`src/rtl/pmc_pkg.sv`:
```
package pmc_pkg;

  localparam int SEL_W       = 3;
  localparam int CNT_W       = (1 << SEL_W) - 2;
  localparam int CTRL_W      = 8;
  localparam int SEL_LSB     = 5;
  localparam int RSVD_BIT    = 4;
  localparam int HS_SRC_BIT  = 3;
  localparam int SUB_SRC_BIT = 2;
  localparam int HS_IDLE_BIT = 1;
  localparam int LS_IDLE_BIT = 0;
  localparam logic [SEL_W-1:0] SLOW_CODE = '1;

  typedef enum logic [2:0] {
    MODE_NORMAL = 3'd0,
    MODE_SLOW   = 3'd1,
    MODE_SLEEP  = 3'd2,
    MODE_IDLE0  = 3'd3,
    MODE_IDLE1  = 3'd4,
    MODE_IDLE2  = 3'd5
  } pwrMode_t;

  typedef struct packed {
    logic runNormal;
    logic runSlow;
  } clkStb_t;

  function automatic logic [CNT_W-1:0] divTerm(input logic [SEL_W-1:0] sel);
    logic [31:0] full;
    full = (32'd1 << sel) - 32'd1;
    divTerm = full[CNT_W-1:0];
  endfunction

endpackage

```
`src/rtl/pmc_clk_path.sv`:
```
module pmc_clk_path
  import pmc_pkg::*;
(
  input  logic                clk,
  input  logic                rstN,
  input  logic                cfgWe,
  input  logic [CTRL_W-1:0]   cfgWdata,
  input  clkStb_t             stb,
  input  logic                hircTick,
  input  logic                hxtTick,
  input  logic                lircTick,
  input  logic                lxtTick,
  output logic                hsTick,
  output logic                subTick,
  output logic [SEL_W-1:0]    effSel,
  output logic                effHsIdle,
  output logic                effLsIdle,
  output logic                cpuClkEn
);

  logic [SEL_W-1:0] selQ;
  logic             hsSrcQ;
  logic             subSrcQ;
  logic             hsIdleQ;
  logic             lsIdleQ;
  logic             unusedRsvd;

  logic [CNT_W-1:0] divCnt;
  logic [SEL_W-1:0] activeSel;
  logic             atTerm;

  assign unusedRsvd = cfgWdata[RSVD_BIT];

  // control byte storage
  always_ff @(posedge clk) begin
    if (!rstN) begin
      selQ    <= '0;
      hsSrcQ  <= 1'b0;
      subSrcQ <= 1'b0;
      hsIdleQ <= 1'b0;
      lsIdleQ <= 1'b0;
    end else if (cfgWe) begin
      selQ    <= cfgWdata[SEL_LSB +: SEL_W];
      hsSrcQ  <= cfgWdata[HS_SRC_BIT];
      subSrcQ <= cfgWdata[SUB_SRC_BIT];
      hsIdleQ <= cfgWdata[HS_IDLE_BIT];
      lsIdleQ <= cfgWdata[LS_IDLE_BIT];
    end
  end

  // effective view: a write in this cycle already counts
  assign effSel    = cfgWe ? cfgWdata[SEL_LSB +: SEL_W] : selQ;
  assign effHsIdle = cfgWe ? cfgWdata[HS_IDLE_BIT] : hsIdleQ;
  assign effLsIdle = cfgWe ? cfgWdata[LS_IDLE_BIT] : lsIdleQ;

  // oscillator source selection
  assign hsTick  = hsSrcQ  ? hxtTick : hircTick;
  assign subTick = subSrcQ ? lxtTick : lircTick;

  // power-of-two divider with ratio swap only at terminal count
  assign atTerm = (divCnt == divTerm(activeSel));

  always_ff @(posedge clk) begin
    if (!rstN) begin
      divCnt    <= '0;
      activeSel <= '0;
    end else if (!stb.runNormal) begin
      divCnt <= '0;
      if (effSel != SLOW_CODE) activeSel <= effSel;
    end else if (hsTick) begin
      if (atTerm) begin
        divCnt <= '0;
        if (effSel != SLOW_CODE) activeSel <= effSel;
      end else begin
        divCnt <= divCnt + 1'b1;
      end
    end
  end

  assign cpuClkEn = (stb.runNormal & hsTick & atTerm) | (stb.runSlow & subTick);

  // ratio must not move in the middle of a divide period
  p_ratio_hold_r10: assert property (@(posedge clk) disable iff (!rstN)
    (stb.runNormal && !(hsTick && atTerm)) |=> $stable(activeSel));

  // the counter never runs past the terminal count of the active ratio
  p_cnt_bound_r2: assert property (@(posedge clk) disable iff (!rstN)
    (stb.runNormal && hsTick && !atTerm) |=> (divCnt != '0));

endmodule

```
`src/rtl/pmc_mode_ctl.sv`:
```
module pmc_mode_ctl
  import pmc_pkg::*;
(
  input  logic             clk,
  input  logic             rstN,
  input  logic             haltReq,
  input  logic             wake,
  input  logic [SEL_W-1:0] effSel,
  input  logic             effHsIdle,
  input  logic             effLsIdle,
  input  logic             hsTick,
  input  logic             subTick,
  output pwrMode_t         modeQ,
  output clkStb_t          stb,
  output logic             hsGate,
  output logic             lsGate
);

  pwrMode_t modeNext;
  pwrMode_t runTarget;
  pwrMode_t haltTarget;
  logic     isRun;
  logic     targetTick;
  logic     wakePend;
  logic     wakeAny;

  assign isRun      = (modeQ == MODE_NORMAL) || (modeQ == MODE_SLOW);
  assign runTarget  = (effSel == SLOW_CODE) ? MODE_SLOW : MODE_NORMAL;
  assign targetTick = (effSel == SLOW_CODE) ? subTick : hsTick;
  assign wakeAny    = wake | wakePend;

  always_comb begin
    unique case ({effHsIdle, effLsIdle})
      2'b00:   haltTarget = MODE_SLEEP;
      2'b01:   haltTarget = MODE_IDLE0;
      2'b11:   haltTarget = MODE_IDLE1;
      default: haltTarget = MODE_IDLE2;
    endcase
  end

  always_comb begin
    modeNext = modeQ;
    if (isRun) begin
      modeNext = haltReq ? haltTarget : runTarget;
    end else if (wakeAny && targetTick) begin
      modeNext = runTarget;
    end
  end

  always_ff @(posedge clk) begin
    if (!rstN) begin
      modeQ    <= MODE_NORMAL;
      wakePend <= 1'b0;
    end else begin
      modeQ <= modeNext;
      if (isRun || (wakeAny && targetTick)) wakePend <= 1'b0;
      else if (wake)                        wakePend <= 1'b1;
    end
  end

  always_comb begin
    hsGate = 1'b0;
    lsGate = 1'b0;
    unique case (modeQ)
      MODE_NORMAL: hsGate = 1'b1;
      MODE_SLOW:   lsGate = 1'b1;
      MODE_IDLE0:  lsGate = 1'b1;
      MODE_IDLE1:  begin hsGate = 1'b1; lsGate = 1'b1; end
      MODE_IDLE2:  hsGate = 1'b1;
      default:     ;
    endcase
  end

  assign stb.runNormal = (modeQ == MODE_NORMAL);
  assign stb.runSlow   = (modeQ == MODE_SLOW);

  p_halt_leaves_run_r5: assert property (@(posedge clk) disable iff (!rstN)
    (isRun && haltReq) |=> !isRun);

  p_sleep_decode_r5: assert property (@(posedge clk) disable iff (!rstN)
    (isRun && haltReq && !effHsIdle && !effLsIdle) |=> (modeQ == MODE_SLEEP));

  p_idle0_decode_r6: assert property (@(posedge clk) disable iff (!rstN)
    (isRun && haltReq && !effHsIdle && effLsIdle) |=> (modeQ == MODE_IDLE0));

  p_idle1_decode_r7: assert property (@(posedge clk) disable iff (!rstN)
    (isRun && haltReq && effHsIdle && effLsIdle) |=> (modeQ == MODE_IDLE1));

  p_idle2_decode_r8: assert property (@(posedge clk) disable iff (!rstN)
    (isRun && haltReq && effHsIdle && !effLsIdle) |=> (modeQ == MODE_IDLE2));

  p_wake_hold_r9: assert property (@(posedge clk) disable iff (!rstN)
    (!isRun && !wakeAny) |=> $stable(modeQ));

  p_wake_needs_tick_r9: assert property (@(posedge clk) disable iff (!rstN)
    (!isRun && !targetTick) |=> $stable(modeQ));

endmodule

```
`src/rtl/pmc_top.sv`:
```
module pmc_top
  import pmc_pkg::*;
(
  input  logic              clk,
  input  logic              rstN,
  input  logic              hircTick,
  input  logic              hxtTick,
  input  logic              lircTick,
  input  logic              lxtTick,
  input  logic              haltReq,
  input  logic              wake,
  input  logic              cfgWe,
  input  logic [CTRL_W-1:0] cfgWdata,
  output logic              cpuClkEn,
  output logic              hsGate,
  output logic              lsGate,
  output logic [2:0]        modeOut
);

  clkStb_t          stb;
  pwrMode_t         modeQ;
  logic             hsTick;
  logic             subTick;
  logic [SEL_W-1:0] effSel;
  logic             effHsIdle;
  logic             effLsIdle;

  pmc_clk_path uPath (
    .clk       (clk),
    .rstN      (rstN),
    .cfgWe     (cfgWe),
    .cfgWdata  (cfgWdata),
    .stb       (stb),
    .hircTick  (hircTick),
    .hxtTick   (hxtTick),
    .lircTick  (lircTick),
    .lxtTick   (lxtTick),
    .hsTick    (hsTick),
    .subTick   (subTick),
    .effSel    (effSel),
    .effHsIdle (effHsIdle),
    .effLsIdle (effLsIdle),
    .cpuClkEn  (cpuClkEn)
  );

  pmc_mode_ctl uCtl (
    .clk       (clk),
    .rstN      (rstN),
    .haltReq   (haltReq),
    .wake      (wake),
    .effSel    (effSel),
    .effHsIdle (effHsIdle),
    .effLsIdle (effLsIdle),
    .hsTick    (hsTick),
    .subTick   (subTick),
    .modeQ     (modeQ),
    .stb       (stb),
    .hsGate    (hsGate),
    .lsGate    (lsGate)
  );

  assign modeOut = modeQ;

  p_low_no_cpu_r5: assert property (@(posedge clk) disable iff (!rstN)
    (modeQ != MODE_NORMAL && modeQ != MODE_SLOW) |-> !cpuClkEn);

  p_slow_tracks_sub_r3: assert property (@(posedge clk) disable iff (!rstN)
    (modeQ == MODE_SLOW) |-> (cpuClkEn == subTick));

  p_normal_needs_tick_r2: assert property (@(posedge clk) disable iff (!rstN)
    (modeQ == MODE_NORMAL && !hsTick) |-> !cpuClkEn);

endmodule

```
`config.mk`:
```
export PLATFORM = sky130hd
export DESIGN_NAME = pmc_top
export DESIGN_NICKNAME = d
export VERILOG_FILES = /design/src/rtl/pmc_pkg.sv /design/src/rtl/pmc_clk_path.sv /design/src/rtl/pmc_mode_ctl.sv /design/src/rtl/pmc_top.sv
export SDC_FILE = /design/constraint.sdc
export NUM_CORES = 1
export LEC_CHECK = 0
export BUFFER_PORTS_ARGS = -buffer_cell sky130_fd_sc_hd__buf_2
export CAP_MARGIN = 20
export CORE_ASPECT_RATIO = 0.7
export CORE_UTILIZATION = 30
export DETAILED_ROUTE_END_ITERATION = 8
export GPL_TIMING_DRIVEN = 0
export REMOVE_ABC_BUFFERS = 1
export SETUP_SLACK_MARGIN = 0.15
export SYNTH_ARGS = -nofsm -noshare
export SYNTH_HDL_FRONTEND = slang
export SYNTH_SLANG_ARGS = --single-unit
```
`constraint.sdc`:
```
create_clock -name clk -period 4.4 [get_ports clk]
set_input_delay 0.44 -clock clk [delete_from_list [all_inputs] [get_ports clk]]
set_output_delay 0.44 -clock clk [all_outputs]
set_load 0.05 [all_outputs]
```
==> qor.txt, run 1 <==
status - finished, final reports clean
Worst setup SP type - flop
Synth Register Bits - 20
routed len/inst - 12.6 µm
final hold vios - 0
Net Switching - 0.000209 W
Hold/Removal Path Class - input port to flop
max-slew violations - 0
Core ar. - 3650 µm²
Site Rows - 18
Max-slew headroom - 49.8%
placed inst area - 1310 µm²
number of I/O pins - 23
static leakage - 0.592 nW
post-synth cell types - 39
Root Driver - clkbuf_8
worst vdd ir - 149 µV
Overall Global Routing Usage - 13.4%
ANT cells - 0
CTS HTree Levels - 1
CTS tree - yes
Synth Warn # - 0
first-pass GRT wire length - 4.35 mm
initial antenna violation count - 0
crit end category - output pin
Placer Congestion - 0.774
Req. time, crit path - 3.96 ns
pin count of the biggest net entering global routing - 13
post-route cell area - 1380 µm²
hold_buf cts - 0
register area share after synthesis - 33.7%
total CTS buffers - 3
die width - 77.2 µm
Clock Tree Buf Depth - 2
Critical Path AT - 3.03 ns
Skew-Pair Late Insertion Delay - 0.26 ns
nets@finish - 173
clock-pin slew on the worst setup and hold paths - 0.08 ns
Synth-to-Final Area Change - 16.1%
Pre-antenna DRT Iters - 4
RSZ-0062 raised after global routing - no
maxcap violations - 0
CP Class - flop to output pin
Tcrit/Tclk final - 78.9%
Syn Inst Count - 133
via count - 982
internal cell power - 0.000404 W
vias per cell - 4.84
Setup-failing EPs final - 0
share of cells above drive strength 1 - 22.9%
post-detail-place hpwl - 2.06 mm
PD cells - 444 nW/µm²
setup TNS - 0 ns
Least-Margin Pin Slew - 0.749 ns
DRC - 0
Max Fclk - 0.288 GHz
Routed Antenna Nets - 0
Clock Sinks - 20
initial core utilization - 32.6%
Post-Syn Area - 1190 µm²
Resize count post-CTS - 0
vias in the first global route - 904
GRT overflow - 0
Max FO, Critical Path - 11
Switching Fraction - 34.1%
port bufs - 21
die area - 4220 µm²
Sequential Power Share - 35.3%
final WL - 2.56 mm
Tmin final - 3.47 ns
Mean Syn Cell Area - 8.94 µm²
Logic pwr share - 34.6%
Clk pwr share - 30.1%
Die H - 54.7 µm
DRT iter0 DRCs - 52
skew final - 0.000959 ns
Setup Buffers After CTS - 0
==> synth_stat cells (all sizes together) <==
library cell	number	share of area [%]
a21o	2	1.3
or4b	1	0.84
nand3b	2	1.3
or3	3	1.8
o211ai	1	0.63
or3b	1	0.74
nor4b	3	2.2
dfxtp	20	34
a211o	1	0.74
clkbuf	3	2.6
nor3	3	1.3
a21oi	7	2.9
nor2	23	7.3
nand2	8	2.5
buf	2	1.4
mux2i	10	8.4
inv	3	0.95
o21a	1	0.63
a211oi	6	3.8
o21ai	2	1.2
o2bb2ai	1	0.74
nor2b	1	0.53
o211a	1	0.84
ha	2	2.1
o31ai	1	0.63
a2111oi	1	2.3
nor3b	1	0.63
a32oi	1	0.74
or2	1	0.53
xor2	8	5.9
mux2	3	2.8
nand3	4	1.7
nand4	1	0.53
or4	1	0.95
xnor2	4	2.9
==> placed cells by master (no fill, tap or decap), types with 3 or more instances in the layout <==
cell and n:
nor2_1 23, buf_2 21, dfxtp_1 20, mux2i_1 10
nand2_1 8, xor2_1 8, a21oi_1 7, a211oi_1 6
xnor2_1 4, nand3_1 4, mux2_2 3, nor4b_1 3
nor3_1 3, inv_1 3, clkbuf_8 3
==> flip-flops by register name (all words and copies together), names as in the netlist <==
name             cells
uCtl.modeQ           3
uPath.selQ           3
uPath.hsSrcQ         1
uPath.lsIdleQ        1
uPath.subSrcQ        1
uCtl.wakePend        1
uPath.hsIdleQ        1
uPath.activeSel      3
uPath.divCnt         6
==> per-layer routing <==
| metal | global-route usage, % | wire length [µm] | part of all wire, % |
|---|---|---|---|
| met5 | 0 | 0 | 0 |
| met1 | 19.2 | 1440 | 56 |
| met4 | 0 | 0 | 0 |
| met2 | 20.8 | 1000 | 39 |
| met3 | 4.17 | 120 | 4.7 |
==> per-stage QoR <==
step	util, %	hold slack (ns)	setup slack (ns)	total power, W	std cells
floorplan	-	0.469	0.993	0.000386	128
global placement	35.9	0.487	1.24	0.000428	199
detailed placement	35.9	0.492	1.20	0.000433	199
CTS	37.8	0.422	0.903	0.000620	203
global route	37.8	0.431	0.724	0.000651	203
finish	37.8	0.427	0.927	0.000613	203
==> critical path, cell delays in order, from the launching register on <==
cell	delay (ns)
dfxtp_1	0.41
or3_2	0.50
ha_1	0.25
o211a_1	0.14
a211oi_1	0.36
xnor2_1	0.19
or3_2	0.47
a21oi_1	0.16
buf_2	0.28
==> final timing paths <==
path / to / slack (ns) / depth (start not counted) / start
worst min register to register: uPath.subSrcQ / 0.51 / 2 / uPath.subSrcQ
worst max-delay path: cpuClkEn / 0.93 / 8 / uPath.activeSel[2]
worst min-delay path: uPath.subSrcQ / 0.43 / 3 / cfgWdata[2]
worst max register to register: uPath.activeSel[0] / 1.57 / 7 / uPath.activeSel[2]
==> power groups by stage <==
| stage | Sequential (W) | Combinational [W] | Clock (W) |
|---|---|---|---|
| global route | 0.000219 | 0.000233 | 0.000199 |
| CTS | 0.000216 | 0.000214 | 0.000191 |
| detailed placement | 0.000220 | 0.000213 | 0 |
| global placement | 0.000219 | 0.000209 | 0 |
| floorplan | 0.000224 | 0.000162 | 0 |
| finish | 0.000216 | 0.000212 | 0.000185 |
==> logic make-up (layout without fill, tap and decap cells) <==
kind of cell | count (synthesis) | after routing | synth area share (%)
AOI/OAI and AO/OA | 25 | 25 | 16.4
xor gates and xnor gates | 12 | 12 | 8.84
adders and majority gates | 2 | 2 | 2.10
buffers and inverters | 8 | 28 | 4.95
DFF | 20 | 20 | 33.7
muxes | 13 | 13 | 11.3
and+or+nand+nor | 53 | 53 | 22.7
==> cell type report <==
cell class	instances	area, µm²
sequential	20	400
clock inverter	1	30.0
clock buffer	3	41.3
multi-input combinational	105	729
tap	50	62.6
timing repair buffer	21	105
inverter	3	11.3
fill	390	2270
Power figures use the tool's default switching activity.
==> run 2, diff against run 1 <==
ABC_AREA = 1   (was unset)
clock period = 3.02 ns   (was 4.4 ns; I/O delays follow)
==> qor.txt, run 2 <==
Crit-path slowest cell - dfxtp_1 (was or3_2)
Site Rows - 18 (unchanged)
Hold Path Origin - cfgWdata[3] (was cfgWdata[2])
setup slack, reg-to-reg - 1.15 ns (was 1.57 ns)
Worst path max stage delay - 0.37 ns (was 0.50 ns)
Synth Register Bits - 20 (unchanged)
Syn Inst Count - 178 (was 133)
status - finished, final reports clean (unchanged)
final WL - 2.43 mm (was 2.56 mm)
Filler Cells Inserted - 383 (was 390)
CTS tree - yes (unchanged)
Die H - 54.2 µm (was 54.7 µm)
ANT cells - 0 (unchanged)
EDFF count, synth - 0 (unchanged)
Resize count post-CTS - 0 (unchanged)
Tcrit/Tclk final - 83.7%
most instantiated cells after synthesis - nand2_1, nor2_1, inv_1 (was nor2_1, dfxtp_1, mux2i_1)
initial core utilization - 32.2% (was 32.6%)
final hold vios - 0 (unchanged)
Worst setup SP type - flop (unchanged)
worst r2r src - uPath.activeSel[1] (was uPath.activeSel[2])
WHS Path Cells - 3 (unchanged)
top-area cell type share of the netlist area - 34.3% (was 33.7%)
Clock Tree Buf Depth - 2 (unchanged)
Tmin final - 2.53 ns
reg2reg path depth - 11 (was 7)
crit end category - output pin (unchanged)
initial antenna violation count - 0 (unchanged)
DRT iter0 DRCs - 70 (was 52)
largest reg by FF count - uPath.divCnt (unchanged)
reg2reg end - uPath.activeSel[1] (was uPath.activeSel[0])
GRT overflow - 0 (unchanged)
Hold/Removal Path Class - input port to flop (unchanged)
Skew-Pair Late Insertion Delay - 0.26 ns (about the same)
share of cells above drive strength 1 - 22.9% (about the same)
CP Class - flop to output pin (unchanged)
count leader, synth - nand2_1 (was nor2_1)
RSZ-0062 raised after global routing - no (unchanged)
first-pass GRT wire length - 4.14 mm (was 4.35 mm)
max-slew violations - 0 (unchanged)
Max-slew headroom - 67.6% (was 49.8%)
DRC - 0 (unchanged)
number of I/O pins - 23 (unchanged)
worst vdd ir - 269 µV (was 149 µV)
Least-Margin Pin Slew - 0.482 ns (was 0.749 ns)
Max FO, Critical Path - 6 (was 11)
register area - 400 µm² (unchanged)
Clock Sinks - 20 (unchanged)
Critical Path AT - 2.23 ns (was 3.03 ns)
placed inst area - 1330 µm² (was 1310 µm²)
Synth area leaders - dfxtp_1, nand2_1, nor2_1 (was dfxtp_1, mux2i_1, nor2_1)
FFs w/ async S/R, synth - 0% (unchanged)
pin count of the biggest net entering global routing - 12 (was 13)
Max Fclk - 0.395 GHz
port bufs - 21 (unchanged)
Placer Congestion - 0.827 (was 0.774)
clock-pin slew on the worst setup and hold paths - 0.07 ns (was 0.08 ns)
Hold Path End - uPath.hsSrcQ (was uPath.subSrcQ)
Synth Warn # - 0 (unchanged)
Post-Syn Area - 1170 µm² (was 1190 µm²)
post-synth cell types - 25 (was 39)
Root Driver - clkbuf_8 (unchanged)
Pre-antenna DRT Iters - 4 (unchanged)
setup TNS - 0 ns (unchanged)
area leader, netlist - dfxtp_1 (unchanged)
total CTS buffers - 3 (unchanged)
hold_buf cts - 0 (unchanged)
maxcap violations - 0 (unchanged)
static leakage - 0.667 nW (was 0.592 nW)
Req. time, crit path - 2.72 ns (was 3.96 ns)
Synth-to-Final Area Change - 17.5% (was 16.1%)
via count - 1054 (was 982)
CP Cell Sequence - nor2_2 > nand2_2 > ha_1 > nand2_1 > nand2_1 > nor2_2 > nand3_2 > nor2_4 > nand2_4 > a21oi_1 > buf_2 (was or3_2 > ha_1 > o211a_1 > a211oi_1 > xnor2_1 > or3_2 > a21oi_1 > buf_2)
PD cells - 622 nW/µm² (was 444 nW/µm²)
Mean Syn Cell Area - 6.57 µm² (was 8.94 µm²)
register area share after synthesis - 34.3% (was 33.7%)
Overall Global Routing Usage - 13.0% (was 13.4%)
routed len/inst - 9.68 µm (was 12.6 µm)
Setup-failing EPs final - 0 (unchanged)
vias in the first global route - 861 (was 904)
CTS HTree Levels - 1 (unchanged)
most frequent cells in the layout - nand2_1, nor2_1, inv_1, buf_2, dfxtp_1 (was nor2_1, buf_2, dfxtp_1, mux2i_1)
most common cell after layout, fill and taps aside - nand2_1 (was nor2_1)
Setup Buffers After CTS - 0 (unchanged)
multi-input logic area - 666 µm² (was 729 µm²)
die area - 4150 µm² (was 4220 µm²)
Routed Antenna Nets - 0 (unchanged)
nets@finish - 222 (was 173)
Core ar. - 3630 µm² (was 3650 µm²)
max FFs per register - 6 (unchanged)
vias per cell - 4.20 (was 4.84)
ys flop type - dfxtp_1 (unchanged)
post-route cell area - 1370 µm² (was 1380 µm²)
skew final - 0.00231 ns (was 0.000959 ns)
post-detail-place hpwl - 1.91 mm (was 2.06 mm)
die width - 76.6 µm (was 77.2 µm)
-- run 2: logic make-up after synthesis --
logic type	after synthesis	synth area share, %
AOI/OAI and AO/OA	24	11.8
xor gates and xnor gates	3	2.25
adders and majority gates	2	2.14
buffers and inverters	27	8.78
DFF	20	34.3
and+or+nand+nor	102	40.8
-- run 2: per-stage QoR --
stage               std cells  hold slack, ns  utilization (%)  worst slack [ns]  power, W
floorplan                 177           0.436                -             0.602  0.000608
global placement          248           0.510             36.7             0.792  0.000682
detailed placement        248           0.501             36.7             0.812  0.000682
CTS                       251           0.265             37.9             0.515  0.000860
global route              251           0.286             37.9             0.306  0.000916
finish                    251           0.268             37.9             0.491  0.000853
-- run 2: area by class of cell --
type / count / area share [%]
multi-input combinational: 131 / 48.5
sequential: 20 / 29.2
timing repair buffer: 21 / 7.66
inverter: 26 / 7.11
tap: 50 / 4.56
clock buffer: 3 / 3.01
-- run 2: worst max-delay path by stage --
stage          cells after the start       end  slack, ns               start
2_1_floorplan                     11  cpuClkEn       0.60  uPath.activeSel[0]
3_3_place_gp                      12  cpuClkEn       0.79  uPath.activeSel[1]
3_5_place_dp                      12  cpuClkEn       0.81  uPath.activeSel[2]
4_1_cts                           12  cpuClkEn       0.52  uPath.activeSel[2]
5_1_grt                           12  cpuClkEn       0.31  uPath.activeSel[2]
6_report                          11  cpuClkEn       0.49  uPath.activeSel[1]
-- run 2: worst max-delay path, delay by kind of cell, from the launching register on --
family,cells,cell delay [ns]
buf+inv,1,0.28
compound gates,1,0.14
flops,1,0.37
fa+ha+maj,1,0.32
simple gates,8,0.86
-- run 2: per-layer routing --
| layer | GRT usage [%] | wire length [µm] | vias up |
|---|---|---|---|
| li1 | - | - | 602 |
| met1 | 20.6 | 1470 | 430 |
| met2 | 16.2 | 805 | 18 |
| met3 | 3.17 | 120 | 4 |
| met4 | 3.85 | 28 | 0 |
| met5 | 0 | 0 | - |
-- run 2: report_power, final --
part / internal [W] / switching (W)
clock: 0.0000888 / 0.0000855
sequential: 0.000290 / 0.0000299
combinational: 0.000120 / 0.000240
total: 0.000498 / 0.000355
==> run 3, diff against run 2 <==
clock period = 2.4 ns   (was 3.02 ns; I/O delays follow)
==> qor.txt, run 3 (synthesized netlist as in run 2, its figures left out) <==
status - finished, final reports clean (unchanged)
Tcrit/Tclk final - 93.1%
vias per cell - 4.28 (was 4.20)
CTS tree - yes (unchanged)
Die H - 54.2 µm (unchanged)
Max FO, Critical Path - 4 (was 6)
first-pass GRT wire length - 4.41 mm (was 4.14 mm)
static leakage - 0.701 nW (was 0.667 nW)
internal cell power - 0.000699 W (was 0.000498 W)
Clock Sinks - 20 (unchanged)
Least-Margin Pin Slew - 0.499 ns (was 0.482 ns)
Tmin final - 2.24 ns
worst vdd ir - 361 µV (was 269 µV)
number of I/O pins - 23 (unchanged)
setup TNS - 0 ns (unchanged)
hold_buf cts - 0 (unchanged)
maxcap violations - 0 (unchanged)
vias in the first global route - 930 (was 861)
DRT iter0 DRCs - 63 (was 70)
initial antenna violation count - 0 (unchanged)
Net Switching - 0.000484 W (was 0.000355 W)
most frequent cells in the layout - nand2_1, nor2_1, inv_1, buf_2, dfxtp_1 (unchanged)
GRT overflow - 0 (unchanged)
Routed Antenna Nets - 0 (unchanged)
pin count of the biggest net entering global routing - 12 (unchanged)
skew final - 0.00192 ns (was 0.00231 ns)
Switching Fraction - 40.9% (was 41.6%)
die area - 4150 µm² (unchanged)
die width - 76.6 µm (unchanged)
Hold Path Origin - cfgWdata[3] (unchanged)
Pre-antenna DRT Iters - 4 (unchanged)
CP Cell Sequence - nor2_4 > nand2_2 > ha_4 > inv_2 > nand2_1 > nand2_1 > nor2_2 > nand3_2 > nor2_4 > nand2_4 > a21oi_2 > buf_6 (was nor2_2 > nand2_2 > ha_1 > nand2_1 > nand2_1 > nor2_2 > nand3_2 > nor2_4 > nand2_4 > a21oi_1 > buf_2)
setup slack, reg-to-reg - 0.50 ns (was 1.15 ns)
Worst path max stage delay - 0.37 ns (about the same)
max FFs per register - 6 (unchanged)
Synth-to-Final Area Change - 25.3% (was 17.5%)
RSZ-0062 raised after global routing - yes (was no)
Max-slew headroom - 66.5% (was 67.6%)
Logic pwr share - 45.9% (was 42.1%)
nets@finish - 228 (was 222)
Setup-failing EPs final - 0 (unchanged)
DRC - 0 (unchanged)
final WL - 2.61 mm (was 2.43 mm)
largest reg by FF count - uPath.divCnt (unchanged)
Crit-path slowest cell - dfxtp_4 (was dfxtp_1)
Skew-Pair Late Insertion Delay - 0.26 ns (about the same)
CP Class - flop to output pin (unchanged)
Req. time, crit path - 2.16 ns (was 2.72 ns)
via count - 1099 (was 1054)
max-slew violations - 0 (unchanged)
total CTS buffers - 3 (unchanged)
Clock Tree Buf Depth - 2 (unchanged)
final hold vios - 0 (unchanged)
crit end category - output pin (unchanged)
ANT cells - 0 (unchanged)
clock-pin slew on the worst setup and hold paths - 0.07 ns (about the same)
port bufs - 21 (unchanged)
Worst setup SP type - flop (unchanged)
Root Driver - clkbuf_8 (unchanged)
Core ar. - 3630 µm² (unchanged)
routed len/inst - 10.2 µm (was 9.68 µm)
Critical Path Start - uPath.activeSel[0] (was uPath.activeSel[1])
Sequential Power Share - 35.4% (was 37.5%)
CTS HTree Levels - 1 (unchanged)
share of cells above drive strength 1 - 29.0% (was 22.9%)
Hold/Removal Path Class - input port to flop (unchanged)
post-detail-place hpwl - 1.91 mm (unchanged)
Overall Global Routing Usage - 13.8% (was 13.0%)
Placer Congestion - 0.827 (unchanged)
initial core utilization - 32.2% (unchanged)
Max Fclk - 0.447 GHz
most common cell after layout, fill and taps aside - nand2_1 (unchanged)
worst r2r src - uPath.activeSel[0] (was uPath.activeSel[1])
Critical Path AT - 2.00 ns (was 2.23 ns)
Clk pwr share - 18.7% (was 20.4%)
Site Rows - 18 (unchanged)
Final Util - 40.4% (was 37.9%)
PD cells - 808 nW/µm² (was 622 nW/µm²)
## run 3: cell types whose count changed in the layout (fill, tap and decap cells not counted), moves of 2 or more
cell     delta
buf_4       +6
dfxtp_1     -3
dfxtp_4     +3
inv_1       -2
## run 3: through the flow
stage / hold WS [ns] / area [µm²] / setup slack (ns) / total power, W / instances
2_1_floorplan: 0.374 / 1160 / 0.0438 / 0.000765 / 177
3_3_place_gp: 0.468 / 1330 / 0.234 / 0.000858 / 248
3_5_place_dp: 0.473 / 1330 / 0.254 / 0.000858 / 248
4_1_cts: 0.203 / 1430 / 0.165 / 0.00113 / 256
5_1_grt: 0.224 / 1460 / 0.0614 / 0.00126 / 257
6_report: 0.205 / 1460 / 0.165 / 0.00118 / 257
## run 3: layer usage
metal	wire [µm]	share of wire, %	track usage, %	up-vias
met1	1440	55	20.7	450
met4	28	1.1	3.85	0
li1	-	-	-	616
met3	160	6.1	3.67	4
met2	985	38	19.1	29
met5	0	0	0	-
## run 3: path summary, 6_finish.rpt
kind,endpoint,cells past startpoint
hold / removal,uPath.hsSrcQ,3
setup / recovery,cpuClkEn,12
hold reg to reg,uCtl.modeQ[1],2
setup reg to reg,uPath.activeSel[1],13
## run 3: critical path: cells and delay by family, from the launching register on
kind,cells,cell delay (ns)
and+or+nand+nor,8,0.76
DFF,1,0.37
adders and majority gates,1,0.27
buffers and inverters,2,0.20
AOI/OAI and AO/OA,1,0.14
## run 3: timing repair
item / in CTS / in global routing
buffers inserted: 5 / 1
pin swaps: 6 / 10
setup endpoints to repair: 1 / 1
gates resized for setup: 8 / 8
hold endpoints to repair: 0 / 0
## run 3: cell type report
class	instances	area (µm²)
inverters	26	100
repair buffers	27	156
clock buffers	3	41.3
fillers	374	2160
well taps	50	62.6
flip-flops and latches	20	412
multi-input cells	131	692
## run 3: power by group through the flow
stage	registers [W]	clock network (W)	logic (W)
2_1_floorplan	0.000416	0	0.000349
6_report	0.000419	0.000221	0.000543
3_3_place_gp	0.000410	0	0.000448
4_1_cts	0.000410	0.000229	0.000495
3_5_place_dp	0.000410	0	0.000449
5_1_grt	0.000424	0.000243	0.000597
